===== src/rtl/pp_handoff_pkg.sv =====
package pp_handoff_pkg;
   localparam logic SEL_X = 1'b0;
   localparam logic SEL_Y = 1'b1;
   localparam int   NUM_BUFS = 2;

   function automatic logic flip_sel(input logic s);
      return ~s;
   endfunction
endpackage


===== src/rtl/pp_fill_engine.sv =====
module pp_fill_engine
   import pp_handoff_pkg::*;
#(
   parameter int PKT_BYTES = 64,
   localparam int PTR_W = $clog2(PKT_BYTES),
   localparam int CNT_W = $clog2(PKT_BYTES + 1)
) (
   input  logic                 clk,
   input  logic                 rst_n,
   input  logic                 chan_en,
   input  logic                 src_valid,
   input  logic [NUM_BUFS-1:0]  nak_vec,
   input  logic                 expire,
   output logic                 src_ready,
   output logic                 accept,
   output logic                 fill_sel,
   output logic [PTR_W-1:0]     fill_ptr,
   output logic                 post_en,
   output logic                 post_sel,
   output logic [CNT_W-1:0]     post_cnt,
   output logic                 partial_pulse,
   output logic                 halted
);
   localparam logic [PTR_W-1:0] LAST_PTR = PTR_W'(PKT_BYTES - 1);
   localparam logic [CNT_W-1:0] FULL_CNT = CNT_W'(PKT_BYTES);

   logic             sel_q;
   logic [PTR_W-1:0] ptr_q;
   logic             halted_q;
   logic             pulse_q;
   logic             run;
   logic             at_last;
   logic             post_full;
   logic             post_part;

   assign run       = chan_en & ~halted_q;
   assign src_ready = run & nak_vec[sel_q];
   assign accept    = src_valid & src_ready;
   assign at_last   = (ptr_q == LAST_PTR);
   assign post_full = accept & at_last;
   assign post_part = expire & (ptr_q != '0);
   assign post_en   = post_full | post_part;
   assign post_sel  = sel_q;
   assign post_cnt  = post_full ? FULL_CNT : CNT_W'(ptr_q);

   always_ff @(posedge clk or negedge rst_n) begin
      if (!rst_n) begin
         sel_q    <= SEL_X;
         ptr_q    <= '0;
         halted_q <= 1'b0;
         pulse_q  <= 1'b0;
      end else begin
         pulse_q <= post_part;
         if (!chan_en) begin
            ptr_q    <= '0;
            halted_q <= 1'b0;
         end else begin
            if (expire) begin
               halted_q <= 1'b1;
               ptr_q    <= '0;
            end
            if (post_en) begin
               sel_q <= flip_sel(sel_q);
            end
            if (accept) begin
               ptr_q <= at_last ? '0 : ptr_q + 1'b1;
            end
         end
      end
   end

   assign fill_sel      = sel_q;
   assign fill_ptr      = ptr_q;
   assign partial_pulse = pulse_q;
   assign halted        = halted_q;
endmodule


===== src/rtl/pp_txn_timer.sv =====
module pp_txn_timer #(
   parameter int TMO_W = 5
) (
   input  logic             clk,
   input  logic             rst_n,
   input  logic             chan_en,
   input  logic             halted,
   input  logic             tmo_en,
   input  logic [TMO_W-1:0] tmo_limit,
   input  logic             tick_ms,
   input  logic             accept,
   output logic             expire
);
   logic [TMO_W-1:0] cnt_q;
   logic             armed_q;
   logic             load;

   assign load   = accept & tmo_en;
   assign expire = chan_en & ~halted & tmo_en & armed_q & tick_ms & ~load
                   & (cnt_q <= TMO_W'(1));

   always_ff @(posedge clk or negedge rst_n) begin
      if (!rst_n) begin
         cnt_q   <= '0;
         armed_q <= 1'b0;
      end else if (!chan_en) begin
         armed_q <= 1'b0;
      end else if (load) begin
         cnt_q   <= tmo_limit;
         armed_q <= 1'b1;
      end else if (tick_ms && armed_q && tmo_en && cnt_q != '0) begin
         cnt_q <= cnt_q - 1'b1;
      end
   end
endmodule


===== src/rtl/pp_desc_bank.sv =====
module pp_desc_bank
   import pp_handoff_pkg::*;
#(
   parameter int CNT_W = 7
) (
   input  logic                               clk,
   input  logic                               rst_n,
   input  logic                               post_en,
   input  logic                               post_sel,
   input  logic [CNT_W-1:0]                   post_cnt,
   input  logic                               rel_en,
   input  logic                               rel_sel,
   output logic [NUM_BUFS-1:0]                nak_vec,
   output logic [NUM_BUFS-1:0][CNT_W-1:0]     cnt_vec
);
   for (genvar g = 0; g < NUM_BUFS; g++) begin : g_slot
      logic             nak_q;
      logic [CNT_W-1:0] cnt_q;
      logic             hit_post;
      logic             hit_rel;

      assign hit_post = post_en && (post_sel == g[0]);
      assign hit_rel  = rel_en && (rel_sel == g[0]);

      always_ff @(posedge clk or negedge rst_n) begin
         if (!rst_n) begin
            nak_q <= 1'b1;
            cnt_q <= '0;
         end else if (hit_post) begin
            nak_q <= 1'b0;
            cnt_q <= post_cnt;
         end else if (hit_rel) begin
            nak_q <= 1'b1;
         end
      end

      assign nak_vec[g] = nak_q;
      assign cnt_vec[g] = cnt_q;
   end
endmodule


===== src/rtl/pp_drain_port.sv =====
module pp_drain_port
   import pp_handoff_pkg::*;
#(
   parameter int CNT_W = 7
) (
   input  logic                            clk,
   input  logic                            rst_n,
   input  logic                            cons_done,
   input  logic [NUM_BUFS-1:0]             nak_vec,
   input  logic [NUM_BUFS-1:0][CNT_W-1:0]  cnt_vec,
   output logic                            cons_sel,
   output logic                            cons_valid,
   output logic [CNT_W-1:0]                cons_count,
   output logic                            rel_en
);
   logic sel_q;

   assign cons_valid = ~nak_vec[sel_q];
   assign cons_count = cnt_vec[sel_q];
   assign rel_en     = cons_done & cons_valid;

   always_ff @(posedge clk or negedge rst_n) begin
      if (!rst_n) begin
         sel_q <= SEL_X;
      end else if (rel_en) begin
         sel_q <= flip_sel(sel_q);
      end
   end

   assign cons_sel = sel_q;
endmodule


===== src/rtl/pp_handoff_ctrl.sv =====
module pp_handoff_ctrl
   import pp_handoff_pkg::*;
#(
   parameter int PKT_BYTES = 64,
   parameter int DATA_W    = 8,
   parameter int TMO_W     = 5,
   localparam int PTR_W    = $clog2(PKT_BYTES),
   localparam int CNT_W    = $clog2(PKT_BYTES + 1)
) (
   input  logic              clk,
   input  logic              rst_n,
   input  logic              chan_en,
   input  logic              tmo_en,
   input  logic [TMO_W-1:0]  tmo_limit,
   input  logic              tick_ms,
   input  logic              src_valid,
   input  logic [DATA_W-1:0] src_data,
   output logic              src_ready,
   output logic              wr_en,
   output logic              wr_sel,
   output logic [PTR_W-1:0]  wr_addr,
   output logic [DATA_W-1:0] wr_data,
   output logic              nak_x,
   output logic              nak_y,
   output logic [CNT_W-1:0]  cnt_x,
   output logic [CNT_W-1:0]  cnt_y,
   output logic              cons_sel,
   output logic              cons_valid,
   output logic [CNT_W-1:0]  cons_count,
   input  logic              cons_done,
   output logic              partial_pulse,
   output logic              halted
);
   if (PKT_BYTES < 2) begin : g_bad_pkt
      $error("pp_handoff_ctrl: PKT_BYTES must be at least 2");
   end
   if (DATA_W < 1) begin : g_bad_data
      $error("pp_handoff_ctrl: DATA_W must be at least 1");
   end
   if (TMO_W < 1) begin : g_bad_tmo
      $error("pp_handoff_ctrl: TMO_W must be at least 1");
   end

   logic [NUM_BUFS-1:0]            nak_vec;
   logic [NUM_BUFS-1:0][CNT_W-1:0] cnt_vec;
   logic                           accept;
   logic                           expire;
   logic                           fill_sel;
   logic [PTR_W-1:0]               fill_ptr;
   logic                           post_en;
   logic                           post_sel;
   logic [CNT_W-1:0]               post_cnt;
   logic                           rel_en;
   logic                           halted_int;

   pp_fill_engine #(.PKT_BYTES(PKT_BYTES)) u_fill (
      .clk           (clk),
      .rst_n         (rst_n),
      .chan_en       (chan_en),
      .src_valid     (src_valid),
      .nak_vec       (nak_vec),
      .expire        (expire),
      .src_ready     (src_ready),
      .accept        (accept),
      .fill_sel      (fill_sel),
      .fill_ptr      (fill_ptr),
      .post_en       (post_en),
      .post_sel      (post_sel),
      .post_cnt      (post_cnt),
      .partial_pulse (partial_pulse),
      .halted        (halted_int)
   );

   pp_txn_timer #(.TMO_W(TMO_W)) u_timer (
      .clk       (clk),
      .rst_n     (rst_n),
      .chan_en   (chan_en),
      .halted    (halted_int),
      .tmo_en    (tmo_en),
      .tmo_limit (tmo_limit),
      .tick_ms   (tick_ms),
      .accept    (accept),
      .expire    (expire)
   );

   pp_desc_bank #(.CNT_W(CNT_W)) u_desc (
      .clk      (clk),
      .rst_n    (rst_n),
      .post_en  (post_en),
      .post_sel (post_sel),
      .post_cnt (post_cnt),
      .rel_en   (rel_en),
      .rel_sel  (cons_sel),
      .nak_vec  (nak_vec),
      .cnt_vec  (cnt_vec)
   );

   pp_drain_port #(.CNT_W(CNT_W)) u_drain (
      .clk        (clk),
      .rst_n      (rst_n),
      .cons_done  (cons_done),
      .nak_vec    (nak_vec),
      .cnt_vec    (cnt_vec),
      .cons_sel   (cons_sel),
      .cons_valid (cons_valid),
      .cons_count (cons_count),
      .rel_en     (rel_en)
   );

   assign wr_en   = accept;
   assign wr_sel  = fill_sel;
   assign wr_addr = fill_ptr;
   assign wr_data = src_data;
   assign nak_x   = nak_vec[SEL_X];
   assign nak_y   = nak_vec[SEL_Y];
   assign cnt_x   = cnt_vec[SEL_X];
   assign cnt_y   = cnt_vec[SEL_Y];
   assign halted  = halted_int;
endmodule


===== config.mk =====
export PLATFORM = sky130hd
export DESIGN_NAME = pp_handoff_ctrl
export DESIGN_NICKNAME = d
export VERILOG_FILES = /design/src/rtl/pp_handoff_pkg.sv /design/src/rtl/pp_fill_engine.sv /design/src/rtl/pp_txn_timer.sv /design/src/rtl/pp_desc_bank.sv /design/src/rtl/pp_drain_port.sv /design/src/rtl/pp_handoff_ctrl.sv
export SDC_FILE = /design/constraint.sdc
export NUM_CORES = 1
export LEC_CHECK = 0
export CAP_MARGIN = 20
export CORE_MARGIN = 1
export CORE_UTILIZATION = 40
export DETAILED_ROUTE_END_ITERATION = 12
export MAX_ROUTING_LAYER = met4
export PLACE_DENSITY = 0.79
export SETUP_SLACK_MARGIN = 0.4
export SYNTH_ARGS = -nofsm -noshare
export SYNTH_HDL_FRONTEND = slang
export SYNTH_SLANG_ARGS = --single-unit

===== constraint.sdc =====
create_clock -name clk -period 2.53 [get_ports clk]
set_input_delay 0.759 -clock clk [delete_from_list [all_inputs] [get_ports clk]]
set_output_delay 0.759 -clock clk [all_outputs]
set_load 0.02 [all_outputs]

* Word-level counts from Yosys, hierarchy flattened
Cells that the tools add are included.
** Storage, ports and cells
- Output and inout bits :: 44
- Word-level logic and storage cells :: 73
- Register bits :: 32
- Input bits :: 20
** Operators by class
- Add/sub/neg operators :: 2
- Bitwise gates (word level) :: 18
- Muxes and demuxes :: 21
- Equal/unequal tests :: 4
- Reduce and logical (&&, ||, !) cells :: 14
- Order comparisons :: 3
** Operators by type and width (count)
- $mux 6 :: 4
- $mux 7 :: 3
- $and 1x1->1 :: 12
- $mux 1 :: 12
- $mux 5 :: 2
- $logic_and 1x1->1 :: 7
- $add 6x1->6 const B :: 1
- $eq 6x6->1 const B :: 1
- $reduce_bool 2->1 :: 3
- $reduce_bool 6->1 :: 1
- $le 5x1->1 const B :: 1
- $not 1->1 :: 5
- $reduce_bool 5->1 :: 1
- $sub 5x1->5 const B :: 1
- $lt 1x2->1 const B :: 2
- $ne 2x1->1 const B :: 2
- $reduce_and 2->1 :: 2
- $ne 3x1->1 const B :: 1
- $or 1x1->1 :: 1

* Depth between registers and ports, before layout
Gate-level depths: netlist of run 1.
- Depth in word-level cells :: 12
- Mapped depth :: 8

* Cells and area by module
Synthesis of run 1 repeated with hierarchy kept, for this count alone.
** Second synthesis, totals
- Cell total of the unflattened synthesis :: 172
- Area total of the unflattened synthesis :: 1855.5 um^2
** By module, submodules not included
- pp_desc_bank :: instances 1, area an instance 658.1 um^2, cells an instance 40, seq. area each 402.9 um^2
- pp_fill_engine :: instances 1, area an instance 553.0 um^2, cells an instance 64, seq. area each 225.2 um^2
- pp_txn_timer :: instances 1, area an instance 432.9 um^2, cells an instance 46, seq. area each 150.1 um^2
- pp_drain_port :: instances 1, area an instance 151.4 um^2, cells an instance 14, seq. area each 25.0 um^2
- pp_handoff_ctrl :: instances 1, area an instance 60.1 um^2, cells an instance 8, seq. area each 0.0 um^2

* Least setup slack after synthesis of run 1
OpenSTA, ideal clock, no wires.
- Kind :: input to register
- Start :: input tick_ms
- End :: register u_desc.g_slot[1].cnt_q[5]
- Cell stages on the path :: 5
- Buffers on the path :: 0
- Arrival :: 1981 ps
- Setup time :: 121 ps
- Slack :: 428 ps
- Cell sequence :: and3_1 > nand4_1 > o31ai_4 > nand2_2 > a22o_1
** Between the ends
- Word-level cells in the longest chain between the ends :: 6
** Ends and longest elaborated chain
- start: declaration :: RTL line pp_handoff_ctrl.sv:15 : input logic tick_ms,
- $and 1x1->1 (2 in series) :: RTL line pp_txn_timer.sv:19 : assign expire = chan_en & ~halted & tmo_en & armed_q & tick_ms & ~load
- $and 1x1->1 :: RTL line pp_txn_timer.sv:20 : & (cnt_q <= TMO_W'(1));
- $and 1x1->1 :: RTL line pp_fill_engine.sv:41 : assign post_part = expire & (ptr_q != '0);
- $or 1x1->1 :: RTL line pp_fill_engine.sv:42 : assign post_en = post_full | post_part;
- $logic_and 1x1->1 :: RTL line pp_desc_bank.sv:22 : assign hit_post = post_en && (post_sel == g[0]);
- end signal: assignment :: RTL line pp_desc_bank.sv:31 : cnt_q <= post_cnt;
- end: declaration :: RTL line pp_desc_bank.sv:18 : logic [CNT_W-1:0] cnt_q;
No other way between the ends.
A chain may end at the register's enable or synchronous reset.

* Worst setup path in the final report of run 1
- Start :: register u_drain.sel_q (netlist: u_drain.cons_sel)
- End :: output cons_count[6]
** Between the ends
- Word-level cells in the longest chain between the ends :: 2
** Ends and longest elaborated chain
- start: declaration :: RTL line pp_drain_port.sv:16 : logic sel_q;
- start signal: assignment :: RTL line pp_drain_port.sv:26 : sel_q <= flip_sel(sel_q);
- $mux 7 (implied by the code) (2 in series) :: RTL line pp_drain_port.sv:19 : assign cons_count = cnt_vec[sel_q];
- end: declaration :: RTL line pp_handoff_ctrl.sv:29 : output logic [CNT_W-1:0] cons_count,
No other way between the ends. The select of a mux whose other input is x is not followed.

==> metrics.yaml, run 1 <==
run_status:
  status: "finished clean"
route:
  drt-total-wl_um: 4010
  drtIter0Drc: 65
  vias_per_cell: 5.26
  dr_total_vias: 1494
  wl_per_cell_um: 14.1
  final_antenna_net_count: 0
  drt_pre_antenna_iters: 4
  drc_errors: 0
floorplanning:
  die-area_um2: 4620
  rows: 23
  fp.dieW_um: 68.0
  die_h_um: 68.0
  io_pins: 64
  core_area_um2: 4090
  initial_utilization_pct: 42.6
clock_network:
  cts.path.max_buffers: 2
  cts_tree: "done"
  cts_sinks: 32
  numCtsBuffers: 5
  clock_latency_ns: 0.29
  clk_pin_slew_ns: 0.07
  cts-htree-levels: 2
  root_buffer: "clkbuf_8"
  postCtsHoldBufs: 0
power_and_ir_drop:
  ir_drop_mv: 0.308
  leakagePower_nw: 1.20
  switching_power_mw: 0.411
  p_per_area_nw_per_um2: 576
  power.total_mw: 1.42
  swShare_pct: 29.0
  p_comb_share_pct: 23.6
  pwr-share-clk_pct: 34.2
  power.internal_mw: 1.01
  seqPwrFrac_pct: 42.2
final_layout:
  layoutNonFillerInstCount: 284
  drive_above_1_share_pct: 27.8
  fin_area_um2: 2460
  syn_to_final_growth_pct: 41.4
  antenna_cells: 0
  layout_commonest_cell: "dfrtp_1"
  nNetsFinal: 258
  layout_common_cells: "dfrtp_1, clkdlybuf4s50_1, buf_4"
  postLayoutCoreUtil_pct: 60.2
sta:
  fmax_mhz: 479
  postLayoutSetupSlackWorst_ns: 0.441
  finClkSkew_ns: 0.0101
  fin_tns_setup_ns: 0
  setup_viol: 0
  period_share_pct: 82.6
  hold_viol_final: 0
  drv_slew: 0
  fin_crit_ns: 2.09
  hold_slack_ns: 0.499
  max_slew_margin_pct: 73.5
  grt_setup_unrepaired: "yes"
  tightest_slew_ns: 0.397
synth:
  synthXorXnorAreaFrac_pct: 1.51
  ys_ff_latch: 32
  synth_area_um2: 1740
  synth_nets: 192
  synthSimpleGateAreaFrac_pct: 15.2
  yosys_warnings: 0
  synth_cells: 167
  synth_compound_area_share_pct: 20.4
  synth_fa_ha_area_share_pct: 3.59
  syn_area_per_cell_um2: 10.4
  synth.mux.area_fraction_pct: 5.32
  synth.distinct_cells: 38
  synth_top_family_by_area: "compound AO/OA/AOI/OAI gates"
  synth-seq-area-share_pct: 46.2
global_routing:
  grt_pass1_vias: 1444
  grt_max_degree: 33
  grt.total_usage_pct: 20.5
  antenna_found_initial: 0
  grt_pass1_wl_um: 6720
  grt_overflow: 0
worst_setup_path:
  critPathRequiredTime_ns: 1.77
  path_max_fanout: 5
  start_kind: "flop"
  r2r-start: "u_desc.g_slot[1].nak_q"
  arrival_ns: 1.33
  startpoint: "u_drain.cons_sel"
  ff2ff_setup_slack_ns: 0.55
  crit_path_end: "cons_count[6]"
  critical_path_class: "flop to output pin"
  r2r_cells: 9
  r2r_end: "u_fill.fill_ptr[3]"
  end_kind: "output pin"
run:
  cap_violations: 0
placed_design:
  dp.cells: 266
  dpl_cell_area_um2: 2300
  io_buffers: 47
  finalWeightedCongestion: 0.806
  place_ws_ns: -0.495
  dp_hpwl_um: 2860
min_path:
  holdCritPathClass: "flop to flop"
-- per-layer routing --
| metal | GRT usage (%) | routed length, um |
|---|---|---|
| met1 | 24.5 | 1860 |
| met3 | 5.50 | 185 |
| met2 | 33.5 | 1920 |
| met4 | 6.77 | 38 |
| met5 | - | 0 |
-- registers in the layout (all words and copies together) (netlist names), 2 cells and up --
| register | flops |
|---|---|
| u_desc.g_slot.cnt_q | 14 |
| u_timer.cnt_q | 5 |
| u_desc.g_slot.nak_q | 2 |
| u_fill.fill_ptr | 6 |
-- cell usage after synthesis --
cell,instances,area [um2]
dfrtp_1,30,751
a22o_1,13,114
inv_1,13,48.8
o21ai_0,12,60.1
a21oi_1,9,45.0
nand2_1,9,33.8
buf_4,8,60.1
mux2_2,6,67.6
ha_1,5,62.6
nand4_1,5,31.3
and3_1,4,25.0
clkbuf_1,4,15.0
nand3_1,4,20.0
nor2_1,4,15.0
o22ai_1,4,25.0
and2_1,3,18.8
o31ai_1,3,22.5
xnor2_1,3,26.3
a21o_1,2,15.0
a22oi_1,2,15.0
dfstp_2,2,52.6
nand2_2,2,12.5
nor2b_1,2,12.5
nor3_1,2,10.0
nor4_4,2,42.5
o21a_1,2,15.0
a21boi_1,1,7.51
and2_4,1,8.76
and3b_1,1,8.76
and4b_1,1,10.0
buf_6,1,11.3
mux2_4,1,15.0
mux2i_1,1,10.0
nor3_2,1,10.0
nor4_1,1,6.26
o211ai_1,1,7.51
o21bai_1,1,7.51
o31ai_4,1,21.3
-- critical path, cell delays in order, from the launching register on --
cell             delay, ns
dfrtp_2               0.42
buf_2                 0.16
o21ai_0               0.15
clkdlybuf4s15_1       0.32
-- final cells by class --
class | instances | area, um2
fill | 367 | 1630
clock buffer | 6 | 72.6
sequential | 32 | 805
timing repair buffer | 72 | 618
clock inverter | 2 | 35.0
inverter | 13 | 48.8
multi-input combinational | 109 | 820
tap | 50 | 62.6
-- how the worst min path moves through the flow --
stage | depth (start not counted) | startpoint | end
2_1_floorplan | 0 | rst_n | u_desc.g_slot[0].cnt_q[0]
3_3_place_gp | 1 | u_timer.armed_q | u_timer.armed_q
3_5_place_dp | 1 | u_timer.armed_q | u_timer.armed_q
4_1_cts | 1 | u_timer.armed_q | u_timer.armed_q
5_1_grt | 1 | u_timer.armed_q | u_timer.armed_q
6_report | 1 | u_timer.armed_q | u_timer.armed_q
-- kinds of logic (layout without fill, tap and decap cells) --
logic type | after synthesis | count (layout)
buffers and inverters | 26 | 93
AND/OR/NAND/NOR | 42 | 42
XOR/XNOR | 3 | 3
multiplexers | 8 | 8
AO/OA/AOI/OAI | 51 | 51
adder cells (fa/ha/maj) | 5 | 5
flip-flops | 32 | 32
-- power groups by stage --
stage | combinational (mW) | clock, mW | sequential (mW)
floorplan | 0.181 | 0 | 0.617
global placement | 0.257 | 0 | 0.632
detailed placement | 0.264 | 0 | 0.634
CTS | 0.335 | 0.491 | 0.598
global route | 0.372 | 0.528 | 0.604
finish | 0.334 | 0.484 | 0.598
-- what timing repair did --
| action | 4_1_cts | 5_1_grt |
|---|---|---|
| setup endpoints to repair | 38 | 23 |
| hold endpoints to repair | 0 | 0 |
| pin swaps | 17 | 3 |
| setup buffers | 8 | 2 |
| gates resized for setup | 56 | 13 |
No activity file was read; power rests on OpenSTA's default activity.
==> inputs of run 2 (changes only) <==
clock period = 2.1 ns   (was 2.53 ns; I/O delays follow)
==> run 2 against run 1 <==
  * Via count rose by 7.0%
  * Non-clock buffer count up 13
  * Worst hold slack about the same
  * Die area did not move
  * Total power up 31%
  * Sequential share of layout area fell by 2.7 points
==> metrics.yaml, run 2 (synthesis gave the netlist of run 1 again) <==
route:
  vias_per_cell: 5.38  # +2.3%
  drtIter0Drc: 60  # -7.7%
  drt_pre_antenna_iters: 4  # unchanged
  final_antenna_net_count: 0  # unchanged
  dr_total_vias: 1598  # +7.0%
  wl_per_cell_um: 15.8  # +12%
  drt-total-wl_um: 4690  # +17%
  drc_errors: 0  # unchanged
clock_network:
  cts.path.max_buffers: 2  # unchanged
  root_buffer: "clkbuf_8"
  clock_latency_ns: 0.29  # about the same
  clk_pin_slew_ns: 0.07  # about the same
  cts_tree: "done"
  cts_sinks: 32  # unchanged
  numCtsBuffers: 5  # unchanged
  cts-htree-levels: 2  # unchanged
floorplanning:
  initial_utilization_pct: 42.6  # unchanged
  core_area_um2: 4090  # unchanged
  rows: 23  # unchanged
  fp.dieW_um: 68.0  # unchanged
  die_h_um: 68.0  # unchanged
  io_pins: 64  # unchanged
  die-area_um2: 4620  # unchanged
worst_setup_path:
  end_kind: "output pin"
  critical_path_class: "flop to output pin"
  cp_top_family: "flip-flops"
  slowest_delay_ns: 0.41  # about the same
  r2r_cells: 6  # -3
  r2r-start: "u_fill.fill_sel"
  cp_slowest_cell: "dfrtp_2"
  start_kind: "flop"
  r2r_end: "u_desc.g_slot[0].cnt_q[3]"
  arrival_ns: 1.31  # -0.02 ns
  critPathRequiredTime_ns: 1.47  # -0.30 ns
  path_cells: "mux2_4 -> nand2_2 -> inv_2 -> buf_6"
  ff2ff_setup_slack_ns: 0.29  # -0.26 ns
  cp_num_buf_inv: 2  # unchanged
  path_max_fanout: 3  # -2
final_layout:
  regMostFlops: "u_desc.g_slot.cnt_q"
  largest_register_ffs: 14  # unchanged
  layout_commonest_cell: "buf_6"
  antenna_cells: 0  # unchanged
  drive_above_1_share_pct: 45.7  # +18 points
  syn_to_final_growth_pct: 56.2
  nNetsFinal: 271  # +5.0%
  postLayoutCoreUtil_pct: 66.5  # +6.3 points
  layout_common_cells: "buf_6, buf_4, dfrtp_1"
  nFillCells: 327  # -11%
sta:
  hold_viol_final: 0  # unchanged
  finClkSkew_ns: 0.00515  # -0.00494 ns
  setup_viol: 0  # unchanged
  fin_crit_ns: 1.94
  fin_tns_setup_ns: 0  # unchanged
  max_slew_margin_pct: 72.5  # -1.1 points
  grt_setup_unrepaired: "yes"
  tightest_slew_ns: 0.413  # +0.0160 ns
  drv_slew: 0  # unchanged
  period_share_pct: 92.6
  fmax_mhz: 514
global_routing:
  antenna_found_initial: 0  # unchanged
  grt_pass1_vias: 1557  # +7.8%
  grt_max_degree: 33  # unchanged
  grt.total_usage_pct: 22.2  # +1.7 points
  grt_overflow: 0  # unchanged
  grt_pass1_wl_um: 7260  # +8.0%
placed_design:
  dp_hpwl_um: 2950  # +3.1%
  io_buffers: 47  # unchanged
  finalWeightedCongestion: 0.758  # -5.9%
power_and_ir_drop:
  ir_drop_mv: 0.438  # +42%
  leakagePower_nw: 1.30  # +8.8%
  p_per_area_nw_per_um2: 681  # +18%
run:
  cap_violations: 0  # unchanged
min_path:
  whs_path_depth: 1  # unchanged
  holdCritPathClass: "flop to flop"
  worstHoldEndpoint: "u_timer.armed_q"
  hold_start: "u_timer.armed_q"
run_status:
  status: "finished clean"
## run 2: cell count changes in the layout (fill, tap and decap cells not counted), sizes merged
cell           before  now
buf                35   55
clkdlybuf4s15       1    5
clkdlybuf4s50      23    7
clkinvlp            0    1
dlygate4sd2        10   16
dlymetal6s2s        2    0
## run 2: worst max path at each step
stage                                end  cells after the start  slack, ns             from
6_report                           wr_en                      4       0.16  u_fill.fill_sel
5_1_grt                            wr_en                      4       0.12  u_fill.fill_sel
4_1_cts                            wr_en                      4       0.16  u_fill.fill_sel
3_5_place_dp                       wr_en                      5      -0.60          chan_en
3_3_place_gp                       wr_en                      5      -0.59          chan_en
2_1_floorplan  u_desc.g_slot[0].cnt_q[3]                      5       0.15          tick_ms
## run 2: power breakdown
part	leakage (nW)	switching [mW]	total, mW	internal [mW]
clock	0.0541	0.238	0.589	0.351
combinational	0.852	0.257	0.529	0.272
sequential	0.395	0.0685	0.734	0.666
total	1.30	0.564	1.85	1.29
## run 2: stage by stage
| step | cells | area [um2] | hold WS, ns | total power, mW | setup slack [ns] |
|---|---|---|---|---|---|
| 2_1_floorplan | 167 | 1770 | 0.334 | 0.984 | 0.145 |
| 3_3_place_gp | 273 | 2370 | 0.474 | 1.09 | -0.593 |
| 3_5_place_dp | 273 | 2370 | 0.485 | 1.11 | -0.602 |
| 4_1_cts | 295 | 2600 | 0.501 | 1.81 | 0.162 |
| 5_1_grt | 297 | 2720 | 0.519 | 1.95 | 0.124 |
| 6_report | 297 | 2720 | 0.499 | 1.85 | 0.155 |
## run 2: layout make-up
cell class              instances  area [um2]  share of cell area [%]
well taps                      50        62.6                    2.30
flip-flops and latches         32         815                    30.0
repair buffers                 85         788                    29.0
clock inverters                 3        42.5                    1.56
clock buffers                   5        68.8                    2.53
multi-input cells             109         893                    32.9
inverters                      13        48.8                    1.79
## run 2: what timing repair did
action                     CTS  global route
buffers inserted            14             2
gates resized for setup    140            36
pin swaps                   22             9
hold buffers                 0             0
setup endpoints to repair   67            41
## run 2: layer usage
layer  GRT usage, %  part of all wire, %  vias up
li1               -                    -      762
met1           25.6                   43      779
met2           37.5                   52       49
met3           4.33                  4.2        8
met4           9.11                  1.5        0
met5              -                    0        -
